===== src/rtl/tconv_pkg.sv =====
// Package: shared constants and types for the conversion rate scheduler.
// Assumes the selector code 00 means round robin and the others pick a fixed channel.
package tconv_pkg;

    localparam int RATE_W    = 4;
    localparam int SEL_W     = 2;
    localparam int CHAN_W    = 2;
    localparam int NUM_CH    = 3;
    localparam int TOP_CODE  = 9;
    localparam logic [RATE_W-1:0] RATE_DEFAULT = 4'b1000;

    typedef enum logic [SEL_W-1:0] {
        SEL_ROUND  = 2'b00,
        SEL_LOCAL  = 2'b01,
        SEL_CORE_A = 2'b10,
        SEL_CORE_B = 2'b11
    } sel_mode_e;

endpackage


===== src/rtl/tconv_rate_div.sv =====
// Module: counts base ticks and flags the tick that closes a scheduling period.
// Assumes rate codes above TOP_CODE mean continuous mode, which raises no period flags.
// Assumes 'restart' clears the count, and that the rate only changes together with a restart.
module tconv_rate_div #(
    parameter int RATE_W   = 4,
    parameter int TOP_CODE = 9
) (
    input  logic              clk,
    input  logic              rst_n,
    input  logic              restart,
    input  logic              tick,
    input  logic [RATE_W-1:0] rate,
    output logic              period_hit,
    output logic              cont
);

    localparam int CNT_W = TOP_CODE;
    localparam logic [CNT_W-1:0] ONES = {CNT_W{1'b1}};

    logic [CNT_W-1:0]  cnt;
    logic [CNT_W-1:0]  last;
    logic [RATE_W-1:0] shamt;

    // Derive the final count of a period from the rate code.
    always_comb begin
        cont  = rate > RATE_W'(TOP_CODE);
        shamt = RATE_W'(TOP_CODE) - rate;
        last  = ~(ONES << shamt);
    end

    // Flag the tick that closes a period, unless a write restarts the count.
    assign period_hit = tick && !cont && !restart && (cnt == last);

    // Advance the tick count within the period.
    always_ff @(posedge clk) begin
        if (!rst_n || restart) begin
            cnt <= '0;
        end else if (tick && !cont) begin
            cnt <= (cnt == last) ? '0 : cnt + CNT_W'(1);
        end
    end

    a_r2_cnt_in_span: assert property (@(posedge clk) disable iff (!rst_n)
        !cont |-> cnt <= last);

endmodule


===== src/rtl/tconv_chan_seq.sv =====
// Module: chooses the channel for the next launch.
// Assumes 'advance' pulses once per launch. In round robin, the pointer steps 0, 1, 2 and wraps.
module tconv_chan_seq #(
    parameter int SEL_W  = 2,
    parameter int CHAN_W = 2,
    parameter int NUM_CH = 3
) (
    input  logic              clk,
    input  logic              rst_n,
    input  logic              restart,
    input  logic              advance,
    input  logic              rr,
    input  logic [SEL_W-1:0]  sel,
    output logic [CHAN_W-1:0] chan
);

    logic [CHAN_W-1:0] ptr;

    // Fixed modes map selector 1..3 onto channel 0..2.
    assign chan = rr ? ptr : CHAN_W'(sel - SEL_W'(1));

    // Step the round-robin pointer after each launch; a write returns it to channel 0.
    always_ff @(posedge clk) begin
        if (!rst_n || restart) begin
            ptr <= '0;
        end else if (advance && rr) begin
            ptr <= (ptr == CHAN_W'(NUM_CH - 1)) ? '0 : ptr + CHAN_W'(1);
        end
    end

    a_r6_ptr_in_range: assert property (@(posedge clk) disable iff (!rst_n)
        ptr < CHAN_W'(NUM_CH));

endmodule


===== src/rtl/tconv_start_ctl.sv =====
// Module: issues launches, tracks the outstanding conversion, serves period requests.
// Assumes one conversion at a time. A round-robin period holds NUM_CH launches.
// A request arriving while work is in progress is kept as one pending flag.
module tconv_start_ctl #(
    parameter int CHAN_W = 2,
    parameter int NUM_CH = 3
) (
    input  logic              clk,
    input  logic              rst_n,
    input  logic              restart,
    input  logic              req,
    input  logic              cont,
    input  logic              rr,
    input  logic              done,
    input  logic [CHAN_W-1:0] chan_in,
    output logic              launch,
    output logic              conv_start,
    output logic [CHAN_W-1:0] conv_chan
);

    localparam int LEFT_W = $clog2(NUM_CH);

    logic              busy;
    logic              pend;
    logic [LEFT_W-1:0] left;
    logic              burst_open;
    logic              consume;

    // Decide whether a launch happens at this edge.
    always_comb begin
        burst_open = (left != '0);
        launch     = !busy && !restart && (cont || burst_open || pend || req);
        consume    = launch && !cont && !burst_open;
    end

    // Register the launch pulse and its channel.
    always_ff @(posedge clk) begin
        if (!rst_n) begin
            conv_start <= 1'b0;
            conv_chan  <= '0;
        end else begin
            conv_start <= launch;
            if (launch) begin
                conv_chan <= chan_in;
            end
        end
    end

    // Track the outstanding conversion; a done with nothing outstanding is ignored.
    always_ff @(posedge clk) begin
        if (!rst_n) begin
            busy <= 1'b0;
        end else if (launch) begin
            busy <= 1'b1;
        end else if (done) begin
            busy <= 1'b0;
        end
    end

    // Count the launches still owed within the current period.
    always_ff @(posedge clk) begin
        if (!rst_n || restart) begin
            left <= '0;
        end else if (launch && !cont) begin
            left <= burst_open ? left - LEFT_W'(1)
                               : (rr ? LEFT_W'(NUM_CH - 1) : '0);
        end
    end

    // Keep at most one request that could not be served at once.
    always_ff @(posedge clk) begin
        if (!rst_n || restart || cont) begin
            pend <= 1'b0;
        end else if (consume) begin
            pend <= pend && req;
        end else if (req) begin
            pend <= 1'b1;
        end
    end

    a_r4_start_is_pulse: assert property (@(posedge clk) disable iff (!rst_n)
        conv_start |=> !conv_start);

    a_r4_start_from_idle: assert property (@(posedge clk) disable iff (!rst_n)
        conv_start |-> !$past(busy));

    a_r5_chan_legal: assert property (@(posedge clk) disable iff (!rst_n)
        conv_start |-> conv_chan < CHAN_W'(NUM_CH));

endmodule


===== src/rtl/tconv_sched.sv =====
// Module: top of the conversion rate scheduler. Holds the rate and selector fields
// and connects the tick divider, the channel sequencer and the launch control.
// Assumes cfg_wr writes both fields at once, and that every write restarts the scheduling.
module tconv_sched
    import tconv_pkg::*;
(
    input  logic              clk,
    input  logic              rst_n,
    input  logic              cfg_wr,
    input  logic [RATE_W-1:0] cfg_rate,
    input  logic [SEL_W-1:0]  cfg_sel,
    input  logic              tick,
    input  logic              conv_done,
    output logic              conv_start,
    output logic [CHAN_W-1:0] conv_chan
);

    logic [RATE_W-1:0] rate_q;
    sel_mode_e         sel_q;
    logic              period_hit;
    logic              cont;
    logic              rr;
    logic              launch;
    logic [CHAN_W-1:0] next_chan;

    // Hold the configuration fields.
    always_ff @(posedge clk) begin
        if (!rst_n) begin
            rate_q <= RATE_DEFAULT;
            sel_q  <= SEL_ROUND;
        end else if (cfg_wr) begin
            rate_q <= cfg_rate;
            sel_q  <= sel_mode_e'(cfg_sel);
        end
    end

    assign rr = (sel_q == SEL_ROUND);

    tconv_rate_div #(
        .RATE_W   (RATE_W),
        .TOP_CODE (TOP_CODE)
    ) u_div (
        .clk        (clk),
        .rst_n      (rst_n),
        .restart    (cfg_wr),
        .tick       (tick),
        .rate       (rate_q),
        .period_hit (period_hit),
        .cont       (cont)
    );

    tconv_chan_seq #(
        .SEL_W  (SEL_W),
        .CHAN_W (CHAN_W),
        .NUM_CH (NUM_CH)
    ) u_seq (
        .clk     (clk),
        .rst_n   (rst_n),
        .restart (cfg_wr),
        .advance (launch),
        .rr      (rr),
        .sel     (sel_q),
        .chan    (next_chan)
    );

    tconv_start_ctl #(
        .CHAN_W (CHAN_W),
        .NUM_CH (NUM_CH)
    ) u_ctl (
        .clk        (clk),
        .rst_n      (rst_n),
        .restart    (cfg_wr),
        .req        (period_hit),
        .cont       (cont),
        .rr         (rr),
        .done       (conv_done),
        .chan_in    (next_chan),
        .launch     (launch),
        .conv_start (conv_start),
        .conv_chan  (conv_chan)
    );

endmodule


===== config.mk =====
export PLATFORM = sky130hd
export DESIGN_NAME = tconv_sched
export DESIGN_NICKNAME = d
export VERILOG_FILES = /design/src/rtl/tconv_pkg.sv /design/src/rtl/tconv_rate_div.sv /design/src/rtl/tconv_chan_seq.sv /design/src/rtl/tconv_start_ctl.sv /design/src/rtl/tconv_sched.sv
export SDC_FILE = /design/constraint.sdc
export NUM_CORES = 1
export LEC_CHECK = 0
export BUFFER_PORTS_ARGS = -buffer_cell sky130_fd_sc_hd__buf_4
export CAP_MARGIN = 20
export CORE_AREA = 4 4 73 55
export CTS_BUF_LIST = sky130_fd_sc_hd__clkbuf_16
export DETAILED_ROUTE_END_ITERATION = 8
export DIE_AREA = 0 0 77 59
export RECOVER_POWER = 100
export SLEW_MARGIN = 20
export SYNTH_ARGS = -nofsm -noshare
export SYNTH_HDL_FRONTEND = slang
export SYNTH_SLANG_ARGS = --single-unit

===== constraint.sdc =====
create_clock -name clk -period 4.6 [get_ports clk]
set_clock_uncertainty 0.15 [all_clocks]
set_input_delay 1.38 -clock clk [delete_from_list [all_inputs] [get_ports clk]]
set_output_delay 1.38 -clock clk [all_outputs]
set_load 0.03 [all_outputs]

# Word-level counts from Yosys, hierarchy flattened
# Index checks and enable logic that the tools add are counted.
# totals
register_bits	24
out_inout_bits	3
# op_classes
n_addsub	5
magnitude_cmp	1
eq_ne	2
shift	1
n_mux	9
n_bitwise	1
reduce_logical	23
# op_table
operator	count
adder 9 x 1 -> 9 bit (second input constant)	1
equality test 9 bit	1
logical AND 1 bit	9
2-to-1 mux 9 bit	1
NOT 9 bit	1
<< shifter 9 x 4 -> 9 bit (first input constant)	1
2-to-1 mux 2 bit	4
nonzero test 2 bit	3
zero test 1 bit	5
logical OR 1 bit	5
> comparator 4 bit (second input constant)	1
2-to-1 mux 1 bit	4
subtractor 2 x 1 -> 2 bit (second input constant)	2
subtractor 4 bit (first input constant)	1
adder 2 x 1 -> 2 bit (second input constant)	1
equality test 2 bit (second input constant)	1
zero test 2 bit	1

# Depth between registers and ports, before layout
# logic_depth
depth_word	10
depth_mapped	10

# By module
# Synthesis repeated with hierarchy kept, for this count alone.
# hier_totals
cells_unflattened	155
area_unflattened_um2	1415.1
# modules_own_cells
mod	instances	cells_each	area_each_um2	seq_area_each_um2
tconv_rate_div	1	88	729.4	180.2
tconv_start_ctl	1	33	327.8	140.1
tconv_sched	1	20	230.2	120.1
tconv_chan_seq	1	14	127.6	40.0

# Worst setup path before layout
# OpenSTA, ideal clock, no wires.
# synth_path
path_type	input port to flip-flop
from	in tick
to	reg u_ctl.conv_chan[1]
arrival_time_ps	2670
setup_slack_ps	1664
cell_stages	7
path_cell_list	and2_1 -> buf_2 -> o21ai_0 -> nor4b_2 -> o211ai_2 -> a2111o_1 -> o211a_1
# synth_via
elab_chain_cells	5
# synth_lines
element	line	source
from (decl)	tconv_sched.sv:12	input logic tick,
logical AND 1 bit (3 in a row)	tconv_rate_div.sv:32	assign period_hit = tick && !cont && !restart && (cnt == last);
logical OR 1 bit	tconv_start_ctl.sv:32	launch = !busy && !restart && (cont || burst_open || pend || req);
logical AND 1 bit	tconv_start_ctl.sv:32	
to (signal assigned)	tconv_start_ctl.sv:44	conv_chan <= chan_in;
to (decl)	tconv_start_ctl.sv:18	output logic [CHAN_W-1:0] conv_chan
# Every way passes these cells.
# A chain may end at the register's enable or synchronous reset.

# Final worst setup path
# layout_path
from	reg rate_q[1]
to	reg u_ctl.conv_chan[0]
# layout_via
elab_chain_cells	7
elab_cells_between_ends	13
classes_between	1 x add/sub; 1 x order compare; 1 x eq/ne; 1 x shift; 1 x bitwise; 8 x reduce/logical
# layout_lines
element	line	source
from (decl)	tconv_sched.sv:18	logic [RATE_W-1:0] rate_q;
from (signal assigned)	tconv_sched.sv:32	rate_q <= cfg_rate;
subtractor 4 bit or > comparator 4 bit (tied branches)	tconv_rate_div.sv:27, tconv_rate_div.sv:26	
<< shifter 9 x 4 -> 9 bit or zero test 1 bit (tied branches)	tconv_rate_div.sv:28, tconv_rate_div.sv:32	
NOT 9 bit or logical AND 1 bit (tied branches)	tconv_rate_div.sv:28, tconv_rate_div.sv:32	
equality test 9 bit or logical AND 1 bit (tied branches)	tconv_rate_div.sv:32	
logical AND 1 bit	tconv_rate_div.sv:32	
logical OR 1 bit (*)	tconv_start_ctl.sv:32	
logical AND 1 bit (*)	tconv_start_ctl.sv:32	
# Every way passes the cells marked *; elsewhere a longest branch is shown, timed or not.

==> summary.txt <==
Placement
  – Placed Area: about 0.0014 mm^2
  – Input/output buffers: 13
  – HPWL Detailed: 2010 um
  – Placer Congestion: slightly above 0.8
  – Number of placed instances, taps included: 198

Clocking
  – Clk root buf: clkbuf_16
  – Worst-Skew Late Latency: roughly 0.26 ns
  – Clock Pin Slew Worst Setup and Hold Paths: roughly 0.06 ns
  – # resized after CTS: 0
  – Number of hold buffers added after CTS: 0
  – Clock Tree Buf Depth: 2
  – TritonCTS Sinks: 24
  – H-tree levels: 1
  – Post-CTS Setup Repair Bufs: 0
  – Number of buffers created by CTS: 3
  – CTS tree: done

Setup path
  – Startpoint types: flip-flop
  – CP required: 4.64 ns
  – Critical Path AT: between 3 and 4 ns
  – Worst path cell trace: inv_1 > ha_1 > xor2_1 > a311oi_1 > nor4b_1 > o211ai_1 > a21boi_0 > mux2i_1
  – WP buf/inv: 1
  – CP max-delay cell: xor2_1
  – CP top delay family: compound AO/OA/AOI/OAI gates
  – CP endpoint kind: flip-flop
  – Critical Path Fanout Max: 12
  – Worst setup path class: reg -> reg
  – CP max stage delay: between 0.7 and 0.8 ns
  – Flop-to-flop setup slack: around 1.3 ns

Global route
  – First-pass GRT wire length: 4270 um
  – GRT Max-Usage Layer: met2
  – Largest net degree at the start of global routing: 15
  – GRT Resource Usage Total: 0.118
  – Initial antenna violation count: 0
  – Total grt overflow: 0
  – GR Util met2: 0.181
  – Vias in the first global route: between 900 and 1000
  – GR Layer Usage met3: 0.0334
  – Met1 usage: 0.164

Final layout
  – Layout cells sized above 1: 0.0926
  – Commonest cells after routing, fill and taps aside: dfxtp_1 (24), nand2_1 (19), nor2_1 (19)
  – Post-Layout Cell Count: about 200
  – Nets: 178
  – Final core utilization: 0.445
  – P&R area growth vs syn: 15.4%
  – ANT cells: 0
  – Final standard cell area without fillers: ~0.0015 mm^2
  – Commonest non-fill, non-tap cell in the layout: dfxtp_1

Timing
  – Worst Tran Pin Value: 0.919 ns
  – Period utilization: 0.719
  – F_max: between 300 and 400 MHz
  – Fin. Hold Viols: 0
  – Unrepaired setup endpoints after global routing: no
  – Hold WS: approximately 0.31 ns
  – # setup viols final: 0
  – Slew HR: 0.385
  – Fin crit period: around 3.3 ns
  – Setup TNS: 0 ns
  – Max-slew violations: 0

Yosys
  – Post-synth top area cell: dfxtp_1
  – Share of the synthesized area in the top cell type: 0.371
  – Post-Syn Area per Cell: roughly 8.6 um^2
  – Total number of yosys warnings: 0
  – Post-synthesis cell count: 151
  – EDFF count, synth: 0
  – Synth cell types: 37
  – Cell Area, Synth: around 0.0013 mm^2
  – Synth top area cells: dfxtp_1 (37%), mux2i_1 (7.7%), nand2_1 (5.5%)
  – Register area share after synthesis: 0.371
  – Most used flip-flop cell after synthesis: dfxtp_1
  – Yosys reg bits: 24
  – Fraction of registers with async set/reset: 0
  – Synth Net Count: about 170

Pwr
  – Leakage: approximately 0.57 nW
  – Seq pwr share: 0.414
  – Clk network pwr share: 0.460
  – Total net switching power: roughly 0.11 mW
  – Internal power: between 0.4 and 0.5 mW
  – Combinational share of power: 0.126
  – Switch share: 0.217
  – Max IR drop VDD: 196 uV
  – PwrDens: between 300 and 400 mW/mm^2

Routing
  – Post-route ant nets: 0
  – Vias per inst: a little over 5
  – Starting DRT DRC Count: between 40 and 50
  – Post-Route WL: ~2600 um
  – First-pass detailed-route iteration total: 4
  – Wirelength per Cell: ~13 um
  – DR DRC count: 0
  – Via count: ~1000

Die
  – Die Height: approximately 59 um
  – Core area: 0.00336 mm^2
  – Total die area: roughly 0.0045 mm^2
  – Die W: between 70 and 80 um
  – Std cell rows: 18
  – Initial Util: 0.386
  – I/O pin count: 14

Run status
  – Outcome: finished clean

Min path
  – Min-Delay Path Class: reg -> reg

Run
  – MaxCap Viol Count: 0
state kept, by name (all words and copies together) (netlist names):
name,cells
u_ctl.left,2
u_div.cnt,9
u_ctl.conv_chan,2
rate_q,4
u_ctl.pend,1
u_ctl.conv_start,1
sel_q,2
u_ctl.busy,1
u_seq.ptr,2
Yosys cell counts, types with 2 or more instances:
| cell type | count |
|---|---|
| dfxtp_1 | 24 |
| nand2_1 | 19 |
| nor2_1 | 19 |
| mux2i_1 | 10 |
| nor2b_1 | 8 |
| xor2_1 | 7 |
| a21oi_1 | 6 |
| clkbuf_1 | 4 |
| ha_1 | 4 |
| inv_1 | 4 |
| nand4_1 | 4 |
| xnor2_1 | 4 |
| and3_1 | 3 |
| nand2b_1 | 3 |
| nor4b_1 | 3 |
| a311oi_1 | 2 |
| and2_1 | 2 |
| nand3b_1 | 2 |
| nor3b_1 | 2 |
| o21a_1 | 2 |
| o22ai_1 | 2 |
| or3_1 | 2 |
path summary, 6_finish.rpt:
path,end,cells after the start,from
max,u_ctl.conv_chan[0]$_SDFFE_PN0N_,8,rate_q[1]$_SDFFE_PN0P_
min,u_ctl.conv_chan[0]$_SDFFE_PN0N_,2,u_ctl.conv_chan[0]$_SDFFE_PN0N_
max reg2reg,u_ctl.conv_chan[0]$_SDFFE_PN0N_,8,rate_q[1]$_SDFFE_PN0P_
min reg2reg,u_ctl.conv_chan[0]$_SDFFE_PN0N_,2,u_ctl.conv_chan[0]$_SDFFE_PN0N_
kinds of logic after synthesis:
kind of cell	after synthesis	share of synthesized area
xor gates and xnor gates	11	0.0745
and+or+nand+nor	71	0.284
AOI/OAI and AO/OA	20	0.113
buffers and inverters	10	0.0329
muxes	10	0.0774
DFF	24	0.371
adders and majority gates	5	0.0464
stage by stage:
stage	power, mW	setup WS, ns
3_5_place_dp	0.294	1.41
6_report	0.531	1.29
5_1_grt	0.552	1.00
4_1_cts	0.539	1.49
2_1_floorplan	0.277	1.66
3_3_place_gp	0.292	1.45
worst reg2reg max path, stage by stage (launching register included):
cell and delay (ns):
dfxtp_1 0.45, inv_1 0.12, ha_1 0.22, xor2_1 0.72, a311oi_1 0.24, nor4b_1 0.35, o211ai_1 0.27, a21boi_0 0.50
mux2i_1 0.24
power by group through the flow:
| stage | clock, mW | combinational [mW] | sequential, mW |
|---|---|---|---|
| finish | 0.244 | 0.0667 | 0.220 |
| global route | 0.257 | 0.0750 | 0.221 |
| CTS | 0.249 | 0.0700 | 0.220 |
| detailed placement | 0 | 0.0693 | 0.224 |
| global placement | 0 | 0.0679 | 0.224 |
| floorplan | 0 | 0.0518 | 0.225 |
per-layer routing:
layer	part of all wire	routed length, um
met1	0.52	1340
met2	0.43	1100
met3	0.048	124
met4	0.0058	15
met5	0	0
cell type report:
cell class,count,area (um^2)
Clock buffer,3,75.1
Clock inverter,1,30.0
Fill cell,338,1860
Inverter,4,15.0
Multi-Input combinational cell,117,759
Sequential cell,24,480
Tap cell,40,50.0
Timing Repair Buffer,13,82.6
Power figures use the tool's default switching activity.
